[src/rtl/irq_svc_pkg.sv]
`timescale 1ns/1ps
package irq_svc_pkg;
  localparam int NSRC  = 2;
  localparam int SRC_W = 1;
  localparam int CNT_W = 16;
  localparam int TS_W  = 16;

  // Saturating increment of an event counter.
  function automatic logic [CNT_W-1:0] sat_inc(input logic [CNT_W-1:0] v,
                                               input logic en);
    if (en && (v != {CNT_W{1'b1}})) return v + 1'b1;
    return v;
  endfunction

  // Elapsed cycles between a time stamp and the current cycle, modulo 2^TS_W.
  function automatic logic [TS_W-1:0] span(input logic [TS_W-1:0] now_ts,
                                           input logic [TS_W-1:0] start_ts);
    return now_ts - start_ts;
  endfunction
endpackage

[src/rtl/irq_svc_arbiter.sv]
`timescale 1ns/1ps
module irq_svc_arbiter
  import irq_svc_pkg::*;
(
  input  logic [NSRC-1:0]  want,
  input  logic             free,
  output logic             start,
  output logic [SRC_W-1:0] grant_src,
  output logic [NSRC-1:0]  grant
);
  // Higher index means higher priority: the last set bit wins.
  always_comb begin
    grant_src = '0;
    for (int i = 0; i < NSRC; i++) begin
      if (want[i]) grant_src = SRC_W'(i);
    end
    start = free && (|want);
  end

  for (genvar g = 0; g < NSRC; g++) begin : g_gnt
    assign grant[g] = start && (grant_src == SRC_W'(g));
  end
endmodule

[src/rtl/irq_svc_slot.sv]
`timescale 1ns/1ps
module irq_svc_slot
  import irq_svc_pkg::*;
(
  input  logic             clk,
  input  logic             rst,
  input  logic             req,
  input  logic             granted,
  input  logic             fin,
  input  logic [TS_W-1:0]  now,
  input  logic [TS_W-1:0]  lat,
  output logic             want,
  output logic             pend,
  output logic             miss_ev,
  output logic [TS_W-1:0]  stamp_sel,
  output logic [CNT_W-1:0] miss_cnt,
  output logic [CNT_W-1:0] served_cnt,
  output logic [TS_W-1:0]  worst
);
  logic            pend_q;
  logic [TS_W-1:0] stamp_q;
  logic            take;

  always_comb begin
    miss_ev   = req && pend_q;
    take      = req && !pend_q;
    want      = pend_q || req;
    stamp_sel = pend_q ? stamp_q : now;
  end

  always_ff @(posedge clk) begin
    if (rst) begin
      pend_q     <= 1'b0;
      stamp_q    <= '0;
      miss_cnt   <= '0;
      served_cnt <= '0;
      worst      <= '0;
    end else begin
      if (granted) begin
        pend_q <= 1'b0;
      end else if (take) begin
        pend_q  <= 1'b1;
        stamp_q <= now;
      end
      miss_cnt   <= sat_inc(miss_cnt, miss_ev);
      served_cnt <= sat_inc(served_cnt, fin);
      if (fin && (lat > worst)) worst <= lat;
    end
  end

  assign pend = pend_q;
endmodule

[src/rtl/irq_svc_engine.sv]
`timescale 1ns/1ps
module irq_svc_engine
  import irq_svc_pkg::*;
#(
  parameter int DUR0 = 3,
  parameter int DUR1 = 5
) (
  input  logic             clk,
  input  logic             rst,
  input  logic             start,
  input  logic [SRC_W-1:0] start_src,
  input  logic [TS_W-1:0]  start_stamp,
  input  logic [TS_W-1:0]  now,
  output logic             active,
  output logic [SRC_W-1:0] src,
  output logic             done,
  output logic             free,
  output logic [TS_W-1:0]  lat
);
  localparam int DMAX  = (DUR0 > DUR1) ? DUR0 : DUR1;
  localparam int REM_W = $clog2(DMAX + 1);

  logic             act_q;
  logic [SRC_W-1:0] src_q;
  logic [REM_W-1:0] rem_q;
  logic [TS_W-1:0]  arr_q;

  function automatic logic [REM_W-1:0] dur_of(input logic [SRC_W-1:0] s);
    return (s != '0) ? REM_W'(DUR1) : REM_W'(DUR0);
  endfunction

  always_comb begin
    done = act_q && (rem_q == REM_W'(1));
    free = !act_q || done;
    lat  = span(now, arr_q);
  end

  always_ff @(posedge clk) begin
    if (rst) begin
      act_q <= 1'b0;
      src_q <= '0;
      rem_q <= '0;
      arr_q <= '0;
    end else if (start) begin
      act_q <= 1'b1;
      src_q <= start_src;
      rem_q <= dur_of(start_src);
      arr_q <= start_stamp;
    end else if (done) begin
      act_q <= 1'b0;
      rem_q <= '0;
    end else if (act_q) begin
      rem_q <= rem_q - 1'b1;
    end
  end

  assign active = act_q;
  assign src    = src_q;
endmodule

[src/rtl/irq_svc_ctrl.sv]
`timescale 1ns/1ps
module irq_svc_ctrl
  import irq_svc_pkg::*;
#(
  parameter int DUR0 = 3,
  parameter int DUR1 = 5
) (
  input  logic             clk,
  input  logic             rst,
  input  logic [NSRC-1:0]  irq_req,
  output logic             in_service,
  output logic             serv_src,
  output logic             svc_done,
  output logic             lat_valid,
  output logic [TS_W-1:0]  lat_cycles,
  output logic [CNT_W-1:0] served_cnt0,
  output logic [CNT_W-1:0] served_cnt1,
  output logic [CNT_W-1:0] miss_cnt0,
  output logic [CNT_W-1:0] miss_cnt1,
  output logic [TS_W-1:0]  worst_lat0,
  output logic [TS_W-1:0]  worst_lat1
);
  logic [TS_W-1:0]  now_q;
  logic [NSRC-1:0]  want_vec, pend_vec, miss_vec, grant_vec, fin_vec;
  logic [TS_W-1:0]  stamp_vec [NSRC];
  logic [CNT_W-1:0] miss_arr  [NSRC];
  logic [CNT_W-1:0] serv_arr  [NSRC];
  logic [TS_W-1:0]  worst_arr [NSRC];
  logic             start, free, done, active;
  logic [SRC_W-1:0] grant_src, cur_src;
  logic [TS_W-1:0]  cur_lat;

  always_ff @(posedge clk) begin
    if (rst) now_q <= '0;
    else     now_q <= now_q + 1'b1;
  end

  irq_svc_arbiter u_arb (
    .want(want_vec), .free(free), .start(start),
    .grant_src(grant_src), .grant(grant_vec)
  );

  irq_svc_engine #(.DUR0(DUR0), .DUR1(DUR1)) u_eng (
    .clk(clk), .rst(rst), .start(start), .start_src(grant_src),
    .start_stamp(stamp_vec[grant_src]), .now(now_q),
    .active(active), .src(cur_src), .done(done), .free(free), .lat(cur_lat)
  );

  for (genvar g = 0; g < NSRC; g++) begin : g_slot
    assign fin_vec[g] = done && (cur_src == SRC_W'(g));
    irq_svc_slot u_slot (
      .clk(clk), .rst(rst), .req(irq_req[g]), .granted(grant_vec[g]),
      .fin(fin_vec[g]), .now(now_q), .lat(cur_lat),
      .want(want_vec[g]), .pend(pend_vec[g]), .miss_ev(miss_vec[g]),
      .stamp_sel(stamp_vec[g]), .miss_cnt(miss_arr[g]),
      .served_cnt(serv_arr[g]), .worst(worst_arr[g])
    );
  end

  assign in_service  = active;
  assign serv_src    = cur_src[0];
  assign svc_done    = done;
  assign lat_valid   = done;
  assign lat_cycles  = cur_lat;
  assign served_cnt0 = serv_arr[0];
  assign served_cnt1 = serv_arr[1];
  assign miss_cnt0   = miss_arr[0];
  assign miss_cnt1   = miss_arr[1];
  assign worst_lat0  = worst_arr[0];
  assign worst_lat1  = worst_arr[1];
endmodule

[config.mk]
export PLATFORM = sky130hd
export DESIGN_NAME = irq_svc_ctrl
export DESIGN_NICKNAME = d
export VERILOG_FILES = /design/src/rtl/irq_svc_pkg.sv /design/src/rtl/irq_svc_arbiter.sv /design/src/rtl/irq_svc_slot.sv /design/src/rtl/irq_svc_engine.sv /design/src/rtl/irq_svc_ctrl.sv
export SDC_FILE = /design/constraint.sdc
export NUM_CORES = 1
export LEC_CHECK = 0
export ABC_CLOCK_PERIOD_IN_PS = 9000
export BUFFER_PORTS_ARGS = -buffer_cell sky130_fd_sc_hd__clkbuf_2
export CAP_MARGIN = 20
export CORE_AREA = 5 5 164 166
export CTS_CLUSTER_DIAMETER = 60
export DETAILED_ROUTE_END_ITERATION = 10
export DIE_AREA = 0 0 169 171
export HOLD_SLACK_MARGIN = 0.1
export MAX_ROUTING_LAYER = met4
export SETUP_SLACK_MARGIN = 0.3
export SYNTH_ARGS = -nofsm -noshare
export SYNTH_HDL_FRONTEND = slang
export SYNTH_SLANG_ARGS = --single-unit
export TNS_END_PERCENT = 20
[constraint.sdc]
create_clock -name clk -period 9 [get_ports clk]
set_input_delay 0.45 -clock clk [delete_from_list [all_inputs] [get_ports clk]]
set_output_delay 0.45 -clock clk [all_outputs]
set_load 0.05 [all_outputs]
Yosys cells after proc, flatten, opt, wreduce, memory -nomap -nowiden
Index checks and enable logic that the tools add are counted.

cells by class
  add/subtract/negate cells = 7
  order comparisons = 3
  eq/ne operators = 5
  multiplexer cells = 24
  bitwise gates (word level) = 5
  reductions and logical operators = 29

operators by type and width
  kind                                               number
  two-way mux 16 bit                                 9
  adder 16 x 1 -> 16 bit (second input constant)     5
  != test 16 bit (second input constant)             4
  greater-than comparator 16 bit                     2
  logical AND 1 bit                                  16
  subtractor 16 bit                                  1
  two-way mux 3 bit                                  4
  two-way mux 1 bit                                  11
  OR reduction 2 bit                                 3
  inverter 1 bit                                     4
  AND reduction 2 bit                                2
  == test 3 x 1 -> 1 bit (second input constant)     1
  zero test 1 bit                                    3
  logical OR 1 bit                                   3
  nonzero test 3 bit                                 1
  subtractor 3 x 1 -> 3 bit (second input constant)  1
  >= comparator 2 bit (second input constant)        1
  inverter 1 -> 2 bit                                1
  nonzero test 2 bit                                 1

word-level totals
  register bits = 167
  word-level logic and storage cells = 88

Logic depth before layout (Yosys ltp)
  word-level depth = 7
  gate-level depth with buffers = 17
  mapped depth without buffers = 16

Modules after synthesis
Synthesis repeated with hierarchy kept, for this count alone.

unflattened totals
  cells, all modules = 1010
  area, all modules = 9009.9 um2

by module, submodules not included
  module           times used  cells an instance  area each (um2)
  irq_svc_slot     2           363                3275.6
  irq_svc_engine   1           183                1521.5
  irq_svc_ctrl     1           97                 905.9
  irq_svc_arbiter  1           4                  31.3

Worst setup path before layout
OpenSTA, ideal clock, no wires.

  kind = register to register
  start = register now_q[0]
  end = register g_slot[1].u_slot.worst[12]
  library setup time = 86 ps
  data arrival time = 4144 ps
  required time = 8914 ps
  path slack = 4770 ps
  cell stages (with the launch flop) = 15
  path buffers = 1
  clock period less this slack = 4230 ps
  cells stage by stage = dfxtp_1 inv_1 ha_1 fa_1 nand2b_1 a21oi_1 nor2_1 xnor2_1 ha_1 nand2_1 or4_1 o221ai_1 buf_4 a21oi_1 a211oi_1

on the way
  word-level cells in the longest chain between the ends = 3

RTL lines
  item                            line                source
  from (decl)                     irq_svc_ctrl.sv:23  logic [TS_W-1:0] now_q;
  from (signal assigned)          irq_svc_ctrl.sv:35  else now_q <= now_q + 1'b1;
  subtractor 16 bit               irq_svc_pkg.sv:18   return now_ts - start_ts;
  named net lat_cycles[6]         irq_svc_ctrl.sv:15  output logic [TS_W-1:0] lat_cycles,
  greater-than comparator 16 bit  irq_svc_slot.sv:47  if (fin && (lat > worst)) worst <= lat;
  logical AND 1 bit               irq_svc_slot.sv:47
  to (signal assigned)            irq_svc_slot.sv:47
  to (decl)                       irq_svc_slot.sv:18  output logic [TS_W-1:0] worst

The timed path passes the listed nets, and every way through them passes these cells.
A chain may end at the register's enable or synchronous reset.

Worst setup path in the final report
  start = register now_q[0]
  end = register g_slot[1].u_slot.worst[9]

on the way
  word-level cells in the longest chain between the ends = 3

RTL lines
  item                            line
  subtractor 16 bit *             irq_svc_pkg.sv:18
  greater-than comparator 16 bit  irq_svc_slot.sv:47
  logical AND 1 bit               irq_svc_slot.sv:47

Every way passes the cells marked *; elsewhere a longest branch is shown, timed or not.

==> impl_metrics.tcl <==
set metrics [dict create \
    period_minus_slack_ns 4.83 \
    ioPinCount 120 \
    hold_path.class "input port to flip-flop" \
    clock_latency_ns 0.43 \
    cts_hold_buf 0 \
    place_area_mm2 0.00961 \
    crit_required_ns 9.36 \
    coreArea_mm2 0.0255 \
    synthArstFlopShare_pct 0 \
    fin_skew_ns 0.0130 \
    grt_pass1_vias 7062 \
    drv_cap 0 \
    antenna_cells 0 \
    antenna_found_initial 0 \
    nets 1220 \
    final_max_slew_viol_count 0 \
    grt_overflow_total 0 \
    fin_tns_setup_ns 0 \
    die-width_um 169 \
    fin_area_mm2 0.0102 \
    initial_utilization_pct 34.2 \
    ys_ff_latch 167 \
    status "completed" \
    drt_pass1_iterations 4 \
    rsz0062_at_grt "no" \
    timing_hold_violations_final 0 \
    yosysWarnings 0 \
    crit_type "flip-flop to flip-flop" \
    synth_cell_types 62 \
    wire_per_inst_um 14.7 \
    synth_nets 1115 \
    syn_to_final_growth_pct 17.3 \
    synth_top_area_share_pct 38.4 \
    seq_area_frac_synth_pct 38.4 \
    drive_above_1_share_pct 14.4 \
    synthTopCellsByCount "dfxtp_1 (167), nor2_1 (136), nand2_1 (105)" \
    grtUsageTotal_pct 15.5 \
    grt_start_max_net_pins 85 \
    start_kind "flip-flop" \
    path_delay_family "compound AO/OA/AOI/OAI gates" \
    synth_most_common_cell "dfxtp_1" \
    synth_top_area_cell "dfxtp_1" \
    critPathBufInv 2 \
    routed_via_density 5.04 \
    syn_inst 1056 \
    synth_area_mm2 0.00872 \
    clk_path_buf_depth 2 \
    fin_crit_sh_pct 53.7 \
    cp_max_fo 13 \
    synth_ff_type "dfxtp_1" \
    htreeDepth 4 \
    p_leak_uw 0.00423 \
    power_density_mw_per_mm2 190 \
    cpPeakStageDelay_ns 0.82 \
    syn_area_per_cell_um2 8.25 \
    slew_headroom_pct 32.6 \
    rows 59 \
    worst_pin_slew_ns 1.01 \
    end_kind "flip-flop" \
    hpwl_um 16100 \
    grt_pass1_wl_um 35900 \
    path_cells "inv_1 -> ha_1 -> fa_1 -> nand2b_1 -> a21oi_1 -> o21a_1 -> o21ai_0 -> xor2_1 -> inv_1 -> ha_1 -> nand4_1 -> or4_1 -> o221ai_1 -> nand3_1 -> o22ai_1" \
    drc 0 \
    port_buffers 119 \
    slowest_stage "o221ai_1" \
    cts_sinks 167 \
    first_iter_violations 380 \
    cts-root-buf "clkbuf_16" \
    setup_viol 0 \
    post_cts_resized 0 \
    clk_pin_slew_worst_paths_ns 0.07 \
    ir_worst_vdd_mv 0.135 \
    cts_setup_buffers 0 \
    cts_tree "done" \
    synth_area_leaders "dfxtp_1 (38%), ha_1 (7.8%), nor2_1 (5.9%), mux2i_1 (5.6%), a21oi_1 (4.8%)" \
    via_count 7596 \
    arrival_ns 5.19 \
    die-area_mm2 0.0289 \
    ant_nets 0 \
    cts_buffers 17 \
    fmax_ghz 0.207 \
    wl_um 22200 \
    synth_edf_count 0 \
    gp_congestion 0.866 \
    die_h_um 171 \
]
[routing by layer]
| metal | track usage (%) | vias to the layer above | part of all wire, % |
|---|---|---|---|
| met1 | 20.8 | 3571 | 49 |
| li1 | - | 3870 | - |
| met5 | - | - | 0 |
| met3 | 3.05 | 12 | 4.3 |
| met2 | 24.1 | 143 | 46 |
| met4 | 3.89 | 0 | 0.90 |
[state kept, by name (all words and copies together), names as in the netlist, 2 cells and up]
signal and flops:
g_slot.u_slot.served_cnt 32, g_slot.u_slot.miss_cnt 32, now_q 16, g_slot.u_slot.pend 2, g_slot.u_slot.worst 32, g_slot.u_slot.stamp_q 32
u_eng.rem_q 3, u_eng.arr_q 16
[final timing paths]
| path | startpoint | end | slack (ns) | cells after the start |
|---|---|---|---|---|
| worst max-delay path | now_q[0] | g_slot[1].u_slot.worst[9] | 4.17 | 15 |
| worst max register to register | now_q[0] | g_slot[1].u_slot.worst[9] | 4.17 | 15 |
| worst min register to register | u_eng.arr_q[3] | u_eng.arr_q[3] | 0.45 | 2 |
| worst min-delay path | irq_req[1] | u_eng.active | 0.39 | 3 |
[cell type report]
| cell class | count | area, µm² |
|---|---|---|
| Clock inverter | 9 | 118 |
| Fill cell | 2655 | 15200 |
| Inverter | 71 | 267 |
| Multi-Input combinational cell | 779 | 4950 |
| Clock buffer | 22 | 474 |
| Sequential cell | 167 | 3340 |
| Tap cell | 335 | 419 |
| Timing Repair Buffer | 125 | 651 |
[cell usage in the layout (no fill, tap or decap), types with 17 or more instances in the layout]
master / n
nand2_1: 105
clkbuf_16: 17
o21ai_0: 50
nand4_1: 22
dfxtp_1: 167
ha_1: 54
a21oi_1: 84
mux2i_1: 49
nor2_1: 136
inv_1: 71
clkbuf_2: 118
xor2_1: 44
xnor2_1: 28
nand3_1: 50
[power breakdown]
part / switching (µW) / total, µW / leakage, µW / internal [µW]
Clock: 308 / 740 / 0.000279 / 432
Sequential: 14.6 / 767 / 0.00135 / 752
Combinational: 315 / 437 / 0.00261 / 122
Total: 638 / 1940 / 0.00423 / 1310
[stage by stage]
step                total power, µW  setup WS [ns]  util, %  std cells  hold WS (ns)
finish                         1940           4.17     40.1       1508         0.386
detailed placement             1220           4.15     37.7       1476         0.447
global route                   2030           3.68     40.1       1508         0.425
global placement               1210           4.28     37.7       1476         0.443
floorplan                      1110           4.77        -       1056         0.436
CTS                            1970           4.14     40.1       1507         0.368
[cell families after synthesis]
kind of cell | share of synthesized area, %
flip-flops | 38.4
AND/OR/NAND/NOR | 21.5
multiplexers | 5.76
buffers and inverters | 4.92
AO/OA/AOI/OAI | 14.2
XOR/XNOR | 7.24
adder cells (fa/ha/maj) | 7.98
[tightest hold or removal path, cell delays in order]
cell and delay (ns):
clkbuf_2 0.13, nor4_1 0.08, a21oi_1 0.11
Power figures use the tool's default switching activity.
